===== src/rtl/bell_irq_regs.sv =====
module bell_irq_regs #(
  parameter int ADDR_W  = 8,
  parameter int PEERS   = 16,
  parameter int VECTORS = 4,
  localparam int PIDX_W = (PEERS > 1) ? $clog2(PEERS) : 1
) (
  input  logic               clk,
  input  logic               rst_n,
  input  logic               wr_en,
  input  logic               rd_en,
  input  logic [ADDR_W-1:0]  addr,
  input  logic [31:0]        wdata,
  output logic [31:0]        rdata,
  input  logic [15:0]        self_id,
  input  logic               msg_mode,
  input  logic               msg_en,
  input  logic               pin_cfg,
  input  logic               cnt_we,
  input  logic [PIDX_W-1:0]  cnt_peer,
  input  logic [8:0]         cnt_val,
  input  logic [VECTORS-1:0] vec_evt,
  input  logic [VECTORS-1:0] vec_mask,
  output logic               irq,
  output logic               notify_valid,
  output logic [15:0]        notify_peer,
  output logic [7:0]         notify_vec,
  output logic [VECTORS-1:0] msg_req,
  output logic [VECTORS-1:0] msg_pend
);
  localparam int WORD_W = ADDR_W - 2;
  localparam logic [WORD_W-1:0] W_MASK = WORD_W'(0);
  localparam logic [WORD_W-1:0] W_STAT = WORD_W'(1);
  localparam logic [WORD_W-1:0] W_ID   = WORD_W'(2);
  localparam logic [WORD_W-1:0] W_BELL = WORD_W'(3);

  logic [31:0]        mask_q, stat_q;
  logic [8:0]         cnt_tab [PEERS];
  logic [VECTORS-1:0] pend_q, vmask_q, req_q;
  logic               nv_q;
  logic [15:0]        np_q;
  logic [7:0]         nvec_q;

  wire [WORD_W-1:0] wword = addr[ADDR_W-1:2];
  wire wr_mask = wr_en && (wword == W_MASK);
  wire wr_stat = wr_en && (wword == W_STAT);
  wire wr_bell = wr_en && (wword == W_BELL);
  wire rd_stat = rd_en && (addr == {W_STAT, 2'b00});

  wire [15:0]       bell_dest = wdata[31:16];
  wire [7:0]        bell_vec  = wdata[7:0];
  wire              dest_ok   = bell_dest < 16'(PEERS);
  wire [PIDX_W-1:0] dest_idx  = bell_dest[PIDX_W-1:0];
  wire [8:0]        dest_cnt  = dest_ok ? cnt_tab[dest_idx] : 9'd0;
  wire              bell_fire = wr_bell && dest_ok && ({1'b0, bell_vec} < dest_cnt);

  wire                lvl_evt     = !msg_mode && (vec_evt != '0);
  wire [VECTORS-1:0]  msg_on      = {VECTORS{msg_mode && msg_en}};
  wire [VECTORS-1:0]  unmask_fire = msg_on & vmask_q & ~vec_mask & pend_q;
  wire [VECTORS-1:0]  send_now    = (msg_on & vec_evt & ~vec_mask) | unmask_fire;
  wire [VECTORS-1:0]  park        = msg_on & vec_evt & vec_mask;

  always_ff @(posedge clk or negedge rst_n) begin
    if (!rst_n)        mask_q <= '0;
    else if (wr_mask)  mask_q <= wdata;
  end

  always_ff @(posedge clk or negedge rst_n) begin
    if (!rst_n)        stat_q <= '0;
    else if (lvl_evt)  stat_q <= 32'd1;
    else if (wr_stat)  stat_q <= wdata;
    else if (rd_stat)  stat_q <= '0;
  end

  always_ff @(posedge clk or negedge rst_n) begin
    if (!rst_n) begin
      for (int p = 0; p < PEERS; p++) cnt_tab[p] <= '0;
    end else if (cnt_we) begin
      cnt_tab[cnt_peer] <= cnt_val;
    end
  end

  always_ff @(posedge clk or negedge rst_n) begin
    if (!rst_n) begin
      nv_q   <= 1'b0;
      np_q   <= '0;
      nvec_q <= '0;
    end else begin
      nv_q <= bell_fire;
      if (bell_fire) begin
        np_q   <= bell_dest;
        nvec_q <= bell_vec;
      end
    end
  end

  always_ff @(posedge clk or negedge rst_n) begin
    if (!rst_n) begin
      pend_q  <= '0;
      vmask_q <= '0;
      req_q   <= '0;
    end else begin
      pend_q  <= (pend_q & ~unmask_fire) | park;
      vmask_q <= vec_mask;
      req_q   <= send_now;
    end
  end

  always_comb begin
    rdata = '0;
    if (rd_en) begin
      if (addr == {W_MASK, 2'b00})      rdata = mask_q;
      else if (addr == {W_STAT, 2'b00}) rdata = stat_q;
      else if (addr == {W_ID, 2'b00})   rdata = {16'd0, self_id};
    end
  end

  assign irq          = !msg_mode && pin_cfg && ((stat_q & mask_q) != '0);
  assign notify_valid = nv_q;
  assign notify_peer  = np_q;
  assign notify_vec   = nvec_q;
  assign msg_req      = req_q;
  assign msg_pend     = pend_q;
endmodule



===== config.mk =====
export PLATFORM = sky130hd
export DESIGN_NAME = bell_irq_regs
export DESIGN_NICKNAME = d
export VERILOG_FILES = /design/src/rtl/bell_irq_regs.sv
export SDC_FILE = /design/constraint.sdc
export NUM_CORES = 1
export LEC_CHECK = 0
export BUFFER_PORTS_ARGS = -buffer_cell sky130_fd_sc_hd__buf_2
export CELL_PAD_IN_SITES_DETAIL_PLACEMENT = 0
export CELL_PAD_IN_SITES_GLOBAL_PLACEMENT = 1
export CORE_MARGIN = 2
export CORE_UTILIZATION = 35
export CTS_CLUSTER_DIAMETER = 150
export CTS_CLUSTER_SIZE = 10
export DETAILED_ROUTE_END_ITERATION = 8
export GPL_ROUTABILITY_DRIVEN = 0
export GPL_TIMING_DRIVEN = 0
export PLACE_DENSITY = 0.71
export SYNTH_ARGS = -nofsm -noshare
export SYNTH_HDL_FRONTEND = slang
export SYNTH_SLANG_ARGS = --single-unit

===== constraint.sdc =====
create_clock -name clk -period 2.8 [get_ports clk]
set_input_delay 0.42 -clock clk [delete_from_list [all_inputs] [get_ports clk]]
set_output_delay 0.42 -clock clk [all_outputs]
set_load 0.01 [all_outputs]

=== Word-level counts from Yosys, hierarchy flattened ===
Cells that the tools add are included.

* Add/sub/neg operators: 0
* Multipliers: 0
* Divide/modulo/power cells: 0
* Magnitude comparators: 5
* Eq/ne operators: 4
* Shift operators: 0
* Mux-type cells: 14
* Bitwise gates (word level): 14
* Reductions and logical operators: 17

{| class="wikitable"
|+ Operators by type and width
! operator !! count
|-
| $mux 32 || 6
|-
| $bwmux 144 || 1
|-
| $bmux 9 s4 || 1
|-
| $demux 9 s4 || 1
|-
| $mux 9 || 4
|-
| $and 32x32->32 || 1
|-
| $reduce_bool 32->1 || 1
|-
| $and 4x4->4 || 7
|-
| $lt 16x5->1 const B || 1
|-
| $mux 16 || 1
|-
| $logic_and 1x1->1 || 11
|-
| $ge 5x5->1 const B || 2
|-
| $not 4->5 || 2
|-
| $lt 8x9->1 || 1
|-
| $eq 8x3->1 const B || 1
|-
| $eq 8x4->1 const B || 1
|-
| $logic_not 8->1 || 1
|-
| $not 4->4 || 2
|-
| $or 4x4->4 || 2
|-
| $eq 6x1->1 const B || 1
|-
| $eq 6x2->1 const B || 1
|-
| $logic_not 6->1 || 1
|-
| $lt 5x1->1 const B || 1
|-
| $reduce_bool 4->1 || 1
|-
| other kinds (2) || 2
|}

* Register bits: 245
* Latch bits: 0
* RAM bits: 0
* ROM bits: 0
* Input bits: 85
* Word-level logic and storage cells: 78
* Memories: 0

=== Logic depth before layout (Yosys ltp) ===
Gate-level depths: netlist of the first run.

* Depth in word-level cells: 7
* Depth in mapped cells: 14

=== Least setup slack after synthesis of the first run ===
OpenSTA, ideal clock, no wires.

* Kind: input -> register
* Start: input wdata[16]
* End: register np_q[0], in the netlist notify_peer[0]
* Arrival time: 3.897 ns
* Data required time: 2.675 ns
* Slack: -1.222 ns
* Stages on the path: 14
* Buffers on the path: 4
* Cells stage by stage: buf_6 > buf_8 > buf_1 > mux4_2 > mux4_2 > nand2_1 > ha_1 > a21o_1 > a21o_1 > a21oi_1 > a311oi_2 > nor3_4 > buf_6 > mux2_4

* Longest elaborated chain between the ends: 7
* Elaborated cells on any way between the ends: 9
* Classes of those cells: order compare (2); mux (4); bitwise (1); reduce/logical (2)

{| class="wikitable"
|+ RTL lines
! element !! RTL line !! source
|-
| start, declared || 12 || <nowiki>input logic [31:0] wdata,</nowiki>
|-
| branches (longest 7 deep; another with $lt 16x5->1) || n/a ||
|-
| end signal, assigned || 90 || <nowiki>np_q <= bell_dest;</nowiki>
|-
| end, declared || 40 || <nowiki>logic [15:0] np_q;</nowiki>
|}

Parallel ways; which one is timed is not known. The select of a mux whose other input is x is not followed.
A chain may end at the register's enable or synchronous reset.

=== Worst setup path in the final report of the first run ===
* Start: register cnt_tab[1] in the netlist's numbering
* End: register nvec_q[1], in the netlist notify_vec[1]

* Longest elaborated chain between the ends: 6

{| class="wikitable"
|+ RTL lines
! element !! RTL line !! source
|-
| start, declared || 37 || <nowiki>logic [8:0] cnt_tab [PEERS];</nowiki>
|-
| start signal, assigned by index || 78 || <nowiki>cnt_tab[cnt_peer] <= cnt_val;</nowiki>
|-
| $bmux 9 s4 || 53 || <nowiki>wire [8:0] dest_cnt = dest_ok ? cnt_tab[dest_idx] : 9'd0;</nowiki>
|-
| $mux 9 (not written as such) (2 in a row) || 53 ||
|-
| $mux 9 || 53 ||
|-
| $lt 8x9->1 || 54 || <nowiki>wire bell_fire = wr_bell && dest_ok && ({1'b0, bell_vec} < dest_cnt);</nowiki>
|-
| $logic_and 1x1->1 || 54 ||
|-
| end signal, assigned || 91 || <nowiki>nvec_q <= bell_vec;</nowiki>
|-
| end, declared || 41 || <nowiki>logic [7:0] nvec_q;</nowiki>
|}

No other way between the ends. The select of a mux whose other input is x is not followed.

==> results of run 1 <==
## flip-flops by register name, summed over array words and instances (netlist names)
name / cells
notify_valid: 1
stat_q: 32
notify_vec: 8
mask_q: 32
notify_peer: 16
vmask_q: 4
cnt_tab: 144
msg_req: 4
msg_pend: 4
## layout make-up
type	instances	area, sq um	share of cell area (%)
clock buffer	28	701	5.18
buffer	44	329	2.43
tap	402	503	3.72
multi-input combinational	467	4860	35.9
timing repair buffer	168	975	7.20
inverter	3	11.3	0.0832
sequential	245	6130	45.3
clock inverter	2	23.8	0.176
## layer usage
layer	global-route usage, %	vias to the layer above
met1	24.6	3873
met4	4.35	0
met2	29.9	265
met5	0	-
met3	2.95	44
li1	-	3284
## logic make-up after synthesis
kind of cell,count (synthesis),share of synthesized area [%]
mux,236,28.2
simple gates,113,5.59
buf+inv,51,2.06
compound gates,111,8.11
fa+ha+maj,7,0.789
flops,245,55.3
## report_power, final
group          internal, W  total [W]  switching (W)  leakage [nW]
combinational     0.000790    0.00131       0.000522          2.64
clock              0.00175    0.00310        0.00135         0.352
sequential         0.00410    0.00439       0.000287          3.14
## what timing repair did
action | CTS | global route
cloned | 1 | 0
setup buffers | 13 | 1
gates resized for setup | 33 | 27
hold buffers | 4 | 0
hold endpoints to repair | 97 | 0
pin swaps | 9 | 3
setup endpoints to repair | 58 | 41
## synth_stat cells, drive strengths merged
library cell	number
a222oi	10
nand4	4
and2	3
a21oi	17
buf	15
clkbuf	33
nand3b	5
mux2i	5
a31oi	1
mux4	40
or3	3
nor3b	3
nor4	7
a221oi	4
nor2b	23
nor4b	1
dfrtp	245
a22oi	15
a21boi	6
nor2	20
and3	2
nand3	4
inv	3
nor3	7
a211oi	1
nand2b	4
o22ai	1
mux2	191
a311oi	1
o311ai	1
a41oi	1
nand2	27
ha	7
a22o	51
a21o	2
## worst paths after layout
path,startpoint,end
max in group asynchronous,rst_n,cnt_tab[106]
min in group asynchronous,rst_n,msg_req[1]
worst min-delay path,vec_mask[3],vmask_q[3]
worst max-delay path,cnt_tab[1],notify_vec[1]
worst min register to register,notify_peer[7],notify_peer[7]
worst max register to register,cnt_tab[1],notify_vec[1]
## critical path, cell delays in order, from the launching register on
cell and delay, ps:
dfrtp_1 370, mux4_2 490, mux4_2 560, nand2_1 110
ha_1 220, nand4_1 180, a41oi_1 100, a31oi_1 250
a311oi_2 150, nor3_4 160, buf_6 150, buf_6 120
mux2_2 320
## placed cells by master (no fill, tap or decap), types with 10 or more instances in the layout
master / n
mux2_2: 183
a222oi_1: 10
buf_4: 13
a21oi_1: 14
clkbuf_1: 22
nand2_1: 26
clkbuf_16: 29
nor2_1: 20
a22o_1: 51
a22oi_1: 15
mux4_2: 40
nor2b_1: 16
buf_2: 150
dfrtp_1: 245
## metrics by stage
step           instances  instance area (sq um)  utilization, %
4_1_cts             1359                  13400            42.8
3_5_place_dp        1314                  12500            39.7
5_1_grt             1359                  13500            43.1
3_3_place_gp        1311                  12400            39.5
2_1_floorplan        763                  11200               -
6_report            1359                  13500            43.1
==> qor.yml, run 1 <==
clock_tree:
  numCtsBuffers: 28
  cts_root_buf: "clkbuf_16"
  clockBufferDepth: 3
  clk_pin_slew_ps: 60
  cts_tree: "built"
  cts.sinks: 245
  clock_latency_ps: 550
  cts_max_level: 1
timing:
  drv_slew: 0
  fin_ws_ps: -510
  setup_viol: 25
  fmaxAchievable_mhz: 302
  hold_viol_final: 0
  fin_skew_ps: 19.4
  tns_ps: -11110
  worst_pin_slew_ps: 1180
  timing.hold.ws_ps: 32.6
  maxSlewHeadroom_pct: 20.8
  finalCritPeriodShare_pct: 118
  fin_crit_ps: 3310
  rsz0062_at_grt: "yes"
yosys:
  synth_top_area_cell: "dfrtp_1"
  postSynthAreaPerCell_sq_um: 14.5
  ys_types: 43
  synthCells: 763
  ys_warn_count: 0
  ys_ff_latch: 245
  yosys-top-cells-area: "dfrtp_1, mux2_2, mux4_2"
  synth_top_area_share_pct: 55.3
  synth_area_sq_um: 11100
  synthesis.nets: 855
  ys_seq_area_share_pct: 55.3
grt:
  antenna_found_initial: 0
  grt_max_degree: 96
  grt_pass1_vias: 7634
  grt_pass1_wl_um: 45900
  grt_use_total_pct: 18.0
  globalRouteOverflowTotal: 0
floorplan:
  ios: 151
  row_count: 65
  die_w_um: 182
  start_util_pct: 35.3
  die_h_um: 182
  die_area_sq_um: 33100
  core_area_sq_um: 31400
final_layout:
  n_fill_cell: 2919
  nNetsFinal: 1049
  syn_to_final_growth_pct: 22.0
  insertedDiodeCount: 0
  layout-drive-gt1-share_pct: 49.0
detailed_routing:
  vias: 7466
  wl_met2_um: 14000
  ant_nets: 0
  drtPass1Iterations: 5
  totalWireLength_um: 29400
  drt_iter0_markers: 522
  wl_per_cell_um: 21.6
  viasPerCell: 5.49
  dr_wl_met3_um: 1990
  top_layer: "met4"
  drc: 0
  wirelength_met1_um: 12800
placed_design:
  dp_hpwl_um: 20600
  place_ws_ps: -1940
  port_buffers: 146
run:
  drv_cap: 0
pwr:
  cellPowerDensity_nw_per_um2: 650
  power_w: 0.00880
  leakage_nw: 6.13
  peakVddDrop_v: 0.000409
critical_path:
  required_ps: 3220
  cp_max_fo: 3
  end_kind: "flop"
  arrival_ps: 3730
  start_kind: "flop"
  rrSetupSlack_ps: -510
  rr_worst_depth: 12
  critPathKind: "reg2reg"
worst_hold_path:
  hp-class: "in2reg"
  whs_path_depth: 1
status:
  status: "finished, violations left"
  violations: "negative setup slack"
Note: power is estimated with default switching activity, not from simulation.
==> run 2, diff against run 1 <==
--- a/config.mk
+++ b/config.mk
@@ -5,10 +5,10 @@
 export SDC_FILE = /design/constraint.sdc
 export NUM_CORES = 1
 export LEC_CHECK = 0
+export ABC_CLOCK_PERIOD_IN_PS = 2800
 export BUFFER_PORTS_ARGS = -buffer_cell sky130_fd_sc_hd__buf_2
 export CELL_PAD_IN_SITES_DETAIL_PLACEMENT = 0
 export CELL_PAD_IN_SITES_GLOBAL_PLACEMENT = 1
-export CORE_MARGIN = 2
 export CORE_UTILIZATION = 35
 export CTS_CLUSTER_DIAMETER = 150
 export CTS_CLUSTER_SIZE = 10
@@ -16,6 +16,7 @@
 export GPL_ROUTABILITY_DRIVEN = 0
 export GPL_TIMING_DRIVEN = 0
 export PLACE_DENSITY = 0.71
+export REMOVE_ABC_BUFFERS = 1
 export SYNTH_ARGS = -nofsm -noshare
 export SYNTH_HDL_FRONTEND = slang
 export SYNTH_SLANG_ARGS = --single-unit
==> qor.yml, run 2 (synthesis gave the netlist of run 1 again) <==
status:
  status: "finished, violations left"  # unchanged
  violations: "negative setup slack"  # unchanged
worst_hold_path:
  whs_path_depth: 1  # unchanged
  hp-start: "vec_mask[3]"  # unchanged
  whs_endpoint: "vmask_q[3]"  # unchanged
  hp-class: "in2reg"  # unchanged
run:
  drv_cap: 0  # unchanged
critical_path:
  start_kind: "flop"  # unchanged
  crit_slowest_cell: "mux4_2"  # unchanged
  rr_worst_depth: 12  # unchanged
  end_kind: "flop"  # unchanged
  worst_path_most_repeated_cell: "mux4_2"
  required_ps: 3200  # was 3220 ps
  arrival_ps: 3660  # was 3730 ps
  critical_path_buf_inv_count: 2  # unchanged
  rr_endpoint: "notify_peer[3]"  # was notify_vec[1]
  crit_family: "multiplexers"  # unchanged
  path_depth: 12  # unchanged
  critPathKind: "reg2reg"  # unchanged
  cp_max_fo: 7  # was 3
  path_cells: "mux4_2, mux4_2, nand2_1, ha_1, nand4_1, buf_4, a41oi_2, a31oi_1, a311oi_2, nor3_4, buf_6, mux2_4"  # was mux4_2, mux4_2, nand2_1, ha_1, nand4_1, a41oi_1, a31oi_1, a311oi_2, nor3_4, buf_6, buf_6, mux2_2
  r2r-start: "cnt_tab[73]"  # was cnt_tab[1]
  rrSetupSlack_ps: -450  # was -510 ps
  slowest_delay_ps: 550  # was 560 ps
grt:
  grt_use_total_pct: 18.3  # was 18.0%
  grt_max_degree: 86  # was 96
  grt_pass1_vias: 7450  # was 7,634
  grt_pass1_wl_um: 46000  # was 45,900 um
  antenna_found_initial: 2  # was 0
  globalRouteOverflowTotal: 0  # unchanged
final_layout:
  largest_reg_flops: 144  # unchanged
  layout_commonest_cell: "dfrtp_1"  # unchanged
  layout-drive-gt1-share_pct: 49.9  # was 49.0%
  syn_to_final_growth_pct: 20.3  # was 22.0%
  n_fill_cell: 2872  # was 2,919
  fin_cells: 1319  # was 1,359
  nNetsFinal: 1014  # was 1,049
  reg_top3: "cnt_tab x144, mask_q x32, stat_q x32"  # unchanged
  final_cell_mix: "dfrtp_1, mux2_2, buf_2, a22o_1, mux4_2"  # unchanged
  regMostFlops: "cnt_tab"  # unchanged
clock_tree:
  clock_latency_ps: 530  # was 550 ps
  cts.sinks: 245  # unchanged
  cts_root_buf: "clkbuf_16"  # unchanged
  clk_pin_slew_ps: 50  # was 60 ps
  clockBufferDepth: 3  # unchanged
  cts_tree: "built"  # unchanged
  cts_max_level: 1  # unchanged
  numCtsBuffers: 28  # unchanged
timing:
  finalCritPeriodShare_pct: 116  # was 118%
  worst_pin_slew_ps: 1350  # was 1180 ps
  timing.hold.ws_ps: 35.1  # was 32.6 ps
  hold_viol_final: 0  # unchanged
  tns_ps: -10240  # was -11,110 ps
  fin_ws_ps: -451  # was -510 ps
  rsz0062_at_grt: "yes"  # unchanged
  fin_skew_ps: 11.0  # was 19.4 ps
  maxSlewHeadroom_pct: 9.93  # was 20.8%
  setup_viol: 25  # unchanged
  fin_crit_ps: 3250  # was 3310 ps
  drv_slew: 0  # unchanged
  fmaxAchievable_mhz: 308  # was 302 MHz
placed_design:
  dp_hpwl_um: 18400  # was 20,600 um
  placed_cells: 1270  # was 1,314
  port_buffers: 150  # was 146
pwr:
  power_w: 0.00880  # about the same
  peakVddDrop_v: 0.000419  # was 0.000409 V
  leakage_nw: 6.03  # was 6.13 nW
  cellPowerDensity_nw_per_um2: 659  # was 650 nW/um^2
detailed_routing:
  wl_per_cell_um: 22.2  # was 21.6 um
  vias: 7209  # was 7,466
  totalWireLength_um: 29300  # was 29,400 um
  viasPerCell: 5.47  # was 5.49
  drc: 0  # unchanged
  drtPass1Iterations: 6  # was 5
  drt_iter0_markers: 417  # was 522
  ant_nets: 0  # unchanged
floorplan:
  die_h_um: 180  # was 182 um
  die_w_um: 180  # was 182 um
  start_util_pct: 35.9  # was 35.3%
  row_count: 64  # was 65
  core_area_sq_um: 30900  # was 31,400 sq um
  ios: 151  # unchanged
  die_area_sq_um: 32400  # was 33,100 sq um
## run 2: cell types whose count changed in the layout (fill, tap and decap cells not counted), moves of 2 or more
| cell | change |
|---|---|
| buf_12 | -2 |
| buf_2 | -3 |
| buf_4 | -2 |
| buf_6 | +6 |
| clkbuf_1 | -22 |
| clkbuf_2 | -2 |
| clkbuf_8 | -4 |
| dlygate4sd3_1 | -3 |
| mux2_2 | -5 |
| mux2_4 | +5 |
| nor2b_1 | +4 |
| nor2b_4 | -3 |
## run 2: power by group
| part | total, W | switching (W) | internal (W) |
|---|---|---|---|
| sequential | 0.00439 | 0.000286 | 0.00410 |
| combinational | 0.00128 | 0.000505 | 0.000771 |
| clock | 0.00313 | 0.00133 | 0.00180 |
## run 2: per-stage QoR
step                utilization (%)  area, sq um  worst slack [ps]
floorplan                         -        10900             -1160
global placement               39.2        12100             -3140
detailed placement             39.8        12300             -2160
CTS                            42.8        13200              -484
global route                   43.2        13300              -525
finish                         43.2        13300              -451
## run 2: layout make-up
type	count	area [sq um]	share of cell area [%]
clock buffers	29	726	5.44
well taps	396	495	3.71
multi-input cells	468	4900	36.7
diodes	1	2.50	0.0188
clock inverters	1	7.51	0.0563
repair buffers	176	1070	8.04
inverters	3	11.3	0.0844
flip-flops and latches	245	6130	45.9
## run 2: worst max path at each step
stage	from	endpoint	slack, ps
after global routing	cnt_tab[1]	notify_vec[0]	-530
after CTS	cnt_tab[109]	notify_peer[3]	-480
after detailed placement	wdata[16]	notify_vec[0]	-2160
after floorplan	addr[5]	mask_q[0]	-1160
final	cnt_tab[73]	notify_peer[3]	-450
after global placement	rst_n	cnt_tab[114]	-3140
## run 2: layer usage
metal | vias to the layer above | routed length (um) | GRT usage (%)
li1 | 3201 | - | -
met1 | 3733 | 13700 | 26.2
met2 | 223 | 13600 | 29.0
met3 | 50 | 1450 | 2.93
met4 | 2 | 608 | 4.44
met5 | - | 16 | 0
## run 2: timing repair
item	in CTS	in global routing
pin swaps	8	11
hold endpoints to repair	78	0
gates cloned	1	1
hold buffers	1	0
endpoints found under the setup margin	89	49
resized for setup	26	16
setup buffers	10	5
==> run 3, diff against run 2 <==
--- a/config.mk
+++ b/config.mk
@@ -5,7 +5,7 @@
 export SDC_FILE = /design/constraint.sdc
 export NUM_CORES = 1
 export LEC_CHECK = 0
-export ABC_CLOCK_PERIOD_IN_PS = 2800
+export ABC_CLOCK_PERIOD_IN_PS = 4100
 export BUFFER_PORTS_ARGS = -buffer_cell sky130_fd_sc_hd__buf_2
 export CELL_PAD_IN_SITES_DETAIL_PLACEMENT = 0
 export CELL_PAD_IN_SITES_GLOBAL_PLACEMENT = 1
@@ -14,8 +14,7 @@
 export CTS_CLUSTER_SIZE = 10
 export DETAILED_ROUTE_END_ITERATION = 8
 export GPL_ROUTABILITY_DRIVEN = 0
-export GPL_TIMING_DRIVEN = 0
-export PLACE_DENSITY = 0.71
+export PLACE_DENSITY = 0.69
 export REMOVE_ABC_BUFFERS = 1
 export SYNTH_ARGS = -nofsm -noshare
 export SYNTH_HDL_FRONTEND = slang
==> constraint.sdc (replaced) <==
create_clock -name clk -period 4.1 [get_ports clk]
set_input_delay 0.615 -clock clk [delete_from_list [all_inputs] [get_ports clk]]
set_output_delay 0.615 -clock clk [all_outputs]
set_load 0.01 [all_outputs]
==> qor.yml, run 3 (synthesis gave the netlist of run 1 again) <==
critical_path:
  rr_endpoint: "notify_vec[4]"  # was notify_peer[3]
  critical_path_buf_inv_count: 3  # was 2
  crit_family: "simple AND/OR/NAND/NOR gates"  # was multiplexers
  crit_start: "addr[4]"  # was cnt_tab[73]
  start_kind: "input port"  # was flop
  worst_path_most_repeated_cell: "buf_2"  # was mux4_2
  required_ps: 3480  # was 3200 ps
  cp_max_fo: 10  # was 7
  end_kind: "output pin"  # was flop
  slowest_delay_ps: 580  # was 550 ps
  path_cells: "buf_2, nor4_1, nand2b_1, nor4b_4, buf_4, nand2_1, a21boi_0, buf_2"  # was mux4_2, mux4_2, nand2_1, ha_1, nand4_1, buf_4, a41oi_2, a31oi_1, a311oi_2, nor3_4, buf_6, mux2_4
  arrival_ps: 2760  # was 3660 ps
  critPathKind: "in2out"  # was reg2reg
  r2r-start: "cnt_tab[13]"  # was cnt_tab[73]
  rr_worst_depth: 11  # was 12
  crit_slowest_cell: "nor4b_4"  # was mux4_2
  rrSetupSlack_ps: 910  # was -450 ps
pwr:
  leakage_nw: 6.01  # was 6.03 nW
  swShare_pct: 24.0  # was 24.1%
  p_comb_share_pct: 14.2  # was 14.5%
  p_seq_share_pct: 50.2  # was 49.9%
  p_switching_w: 0.00144  # was 0.00212 W
  p_int_w: 0.00455  # was 0.00667 W
  clkPwrFrac_pct: 35.6  # about the same
  peakVddDrop_v: 0.000272  # was 0.000419 V
  cellPowerDensity_nw_per_um2: 455  # was 659 nW/um^2
clock_tree:
  cts_root_buf: "clkbuf_16"  # unchanged
  ctsResizeCount: 0  # was 26
  cts_tree: "built"  # unchanged
  cts.sinks: 245  # unchanged
  clk_pin_slew_ps: 60  # was 50 ps
  clock_latency_ps: 530  # about the same
  postCtsSetupRepairBufs: 0  # was 10
  cts_max_level: 1  # unchanged
  ctsHoldBuffers: 0  # was 1
  clockBufferDepth: 3  # unchanged
  numCtsBuffers: 28  # unchanged
detailed_routing:
  viasPerCell: 5.48  # was 5.47
  wl_per_cell_um: 22.2  # about the same
  vias: 7242  # was 7,209
  ant_nets: 0  # unchanged
  totalWireLength_um: 29300  # about the same
  drt_iter0_markers: 536  # was 417
  drc: 0  # unchanged
  drtPass1Iterations: 5  # was 6
timing:
  fmaxAchievable_mhz: 296
  rsz0062_at_grt: "no"  # was yes
  fin_skew_ps: 9.43  # was 11.0 ps
  finalCritPeriodShare_pct: 82.3
  drv_slew: 0  # unchanged
  setup_viol: 0  # was 25
  tns_ps: 0  # was -10,240 ps
  fin_ws_ps: 726  # was -451 ps
  fin_crit_ps: 3370
  hold_viol_final: 0  # unchanged
  worst_pin_slew_ps: 1320  # was 1350 ps
  maxSlewHeadroom_pct: 11.9  # was 9.93%
final_layout:
  multi_input_area_sq_um: 4750  # was 4900 sq um
  fin_area_sq_um: 13200  # was 13,300 sq um
  syn_to_final_growth_pct: 18.6  # was 20.3%
  n_fill_cell: 2917  # was 2,872
  final_cell_mix: "dfrtp_1, mux2_2, buf_2, a22o_1, mux4_2"  # unchanged
  largest_reg_flops: 144  # unchanged
  postLayoutCoreUtil_pct: 42.6  # was 43.2%
  layout-drive-gt1-share_pct: 48.6  # was 49.9%
  seqCellArea_sq_um: 6130  # unchanged
  nNetsFinal: 1017  # was 1,014
  layout_commonest_cell: "dfrtp_1"  # unchanged
  reg_top3: "cnt_tab x144, mask_q x32, stat_q x32"  # unchanged
  fin_cells: 1322  # was 1,319
  regMostFlops: "cnt_tab"  # unchanged
placed_design:
  placed_cells: 1291  # was 1,270
  port_buffers: 150  # unchanged
  placed_cell_area_sq_um: 12400  # was 12,300 sq um
  place_ws_ps: 153  # was -2160 ps
  dp_hpwl_um: 19900  # was 18,400 um
status:
  status: "completed"  # was finished, violations left
worst_hold_path:
  hp-class: "in2async"  # was in2reg
floorplan:
  die_h_um: 180  # unchanged
  die_area_sq_um: 32400  # unchanged
  ios: 151  # unchanged
  start_util_pct: 35.9  # unchanged
  core_area_sq_um: 30900  # unchanged
  row_count: 64  # unchanged
  die_w_um: 180  # unchanged
run:
  drv_cap: 0  # unchanged
grt:
  grt_max_degree: 97  # was 86
  grt_pass1_vias: 7377  # was 7,450
  grt_pass1_wl_um: 45700  # was 46,000 um
  globalRouteOverflowTotal: 0  # unchanged
  antenna_found_initial: 1  # was 2
  grt_use_total_pct: 18.2  # was 18.3%
run 3: area by class of cell:
type / instances / area share [%]
Timing Repair Buffer: 180 / 7.87
Clock buffer: 29 / 5.51
Sequential cell: 245 / 46.6
Antenna cell: 1 / 0.0190
Multi-Input combinational cell: 467 / 36.1
Tap cell: 396 / 3.76
Inverter: 3 / 0.0855
Clock inverter: 1 / 0.0570
run 3: power by group through the flow:
stage	Clock (W)	Sequential, W	Combinational, W
floorplan	0	0.00297	0.000584
global placement	0	0.00305	0.000834
detailed placement	0	0.00305	0.000860
CTS	0.00220	0.00301	0.000862
global route	0.00230	0.00306	0.000927
finish	0.00213	0.00301	0.000848
run 3: how the worst max path moves through the flow:
stage,slack [ps],endpoint,cells after the start
2_1_floorplan,-60,mask_q[0],4
3_3_place_gp,240,notify_vec[2],13
3_5_place_dp,150,notify_vec[4],12
4_1_cts,710,rdata[5],8
5_1_grt,590,rdata[28],8
6_report,730,rdata[5],8
run 3: per-layer routing:
metal / wire (um) / up-vias / GRT usage [%]
met5: 0 / - / 0
met4: 444 / 0 / 3.04
met3: 1530 / 36 / 3.25
met2: 13400 / 215 / 28.9
met1: 14000 / 3776 / 26.6
li1: - / 3215 / -
run 3: through the flow:
stage | power [W] | hold slack (ps)
detailed placement | 0.00391 | 487
finish | 0.00599 | 106
global route | 0.00628 | 149
global placement | 0.00388 | 477
CTS | 0.00607 | 145
floorplan | 0.00355 | 319
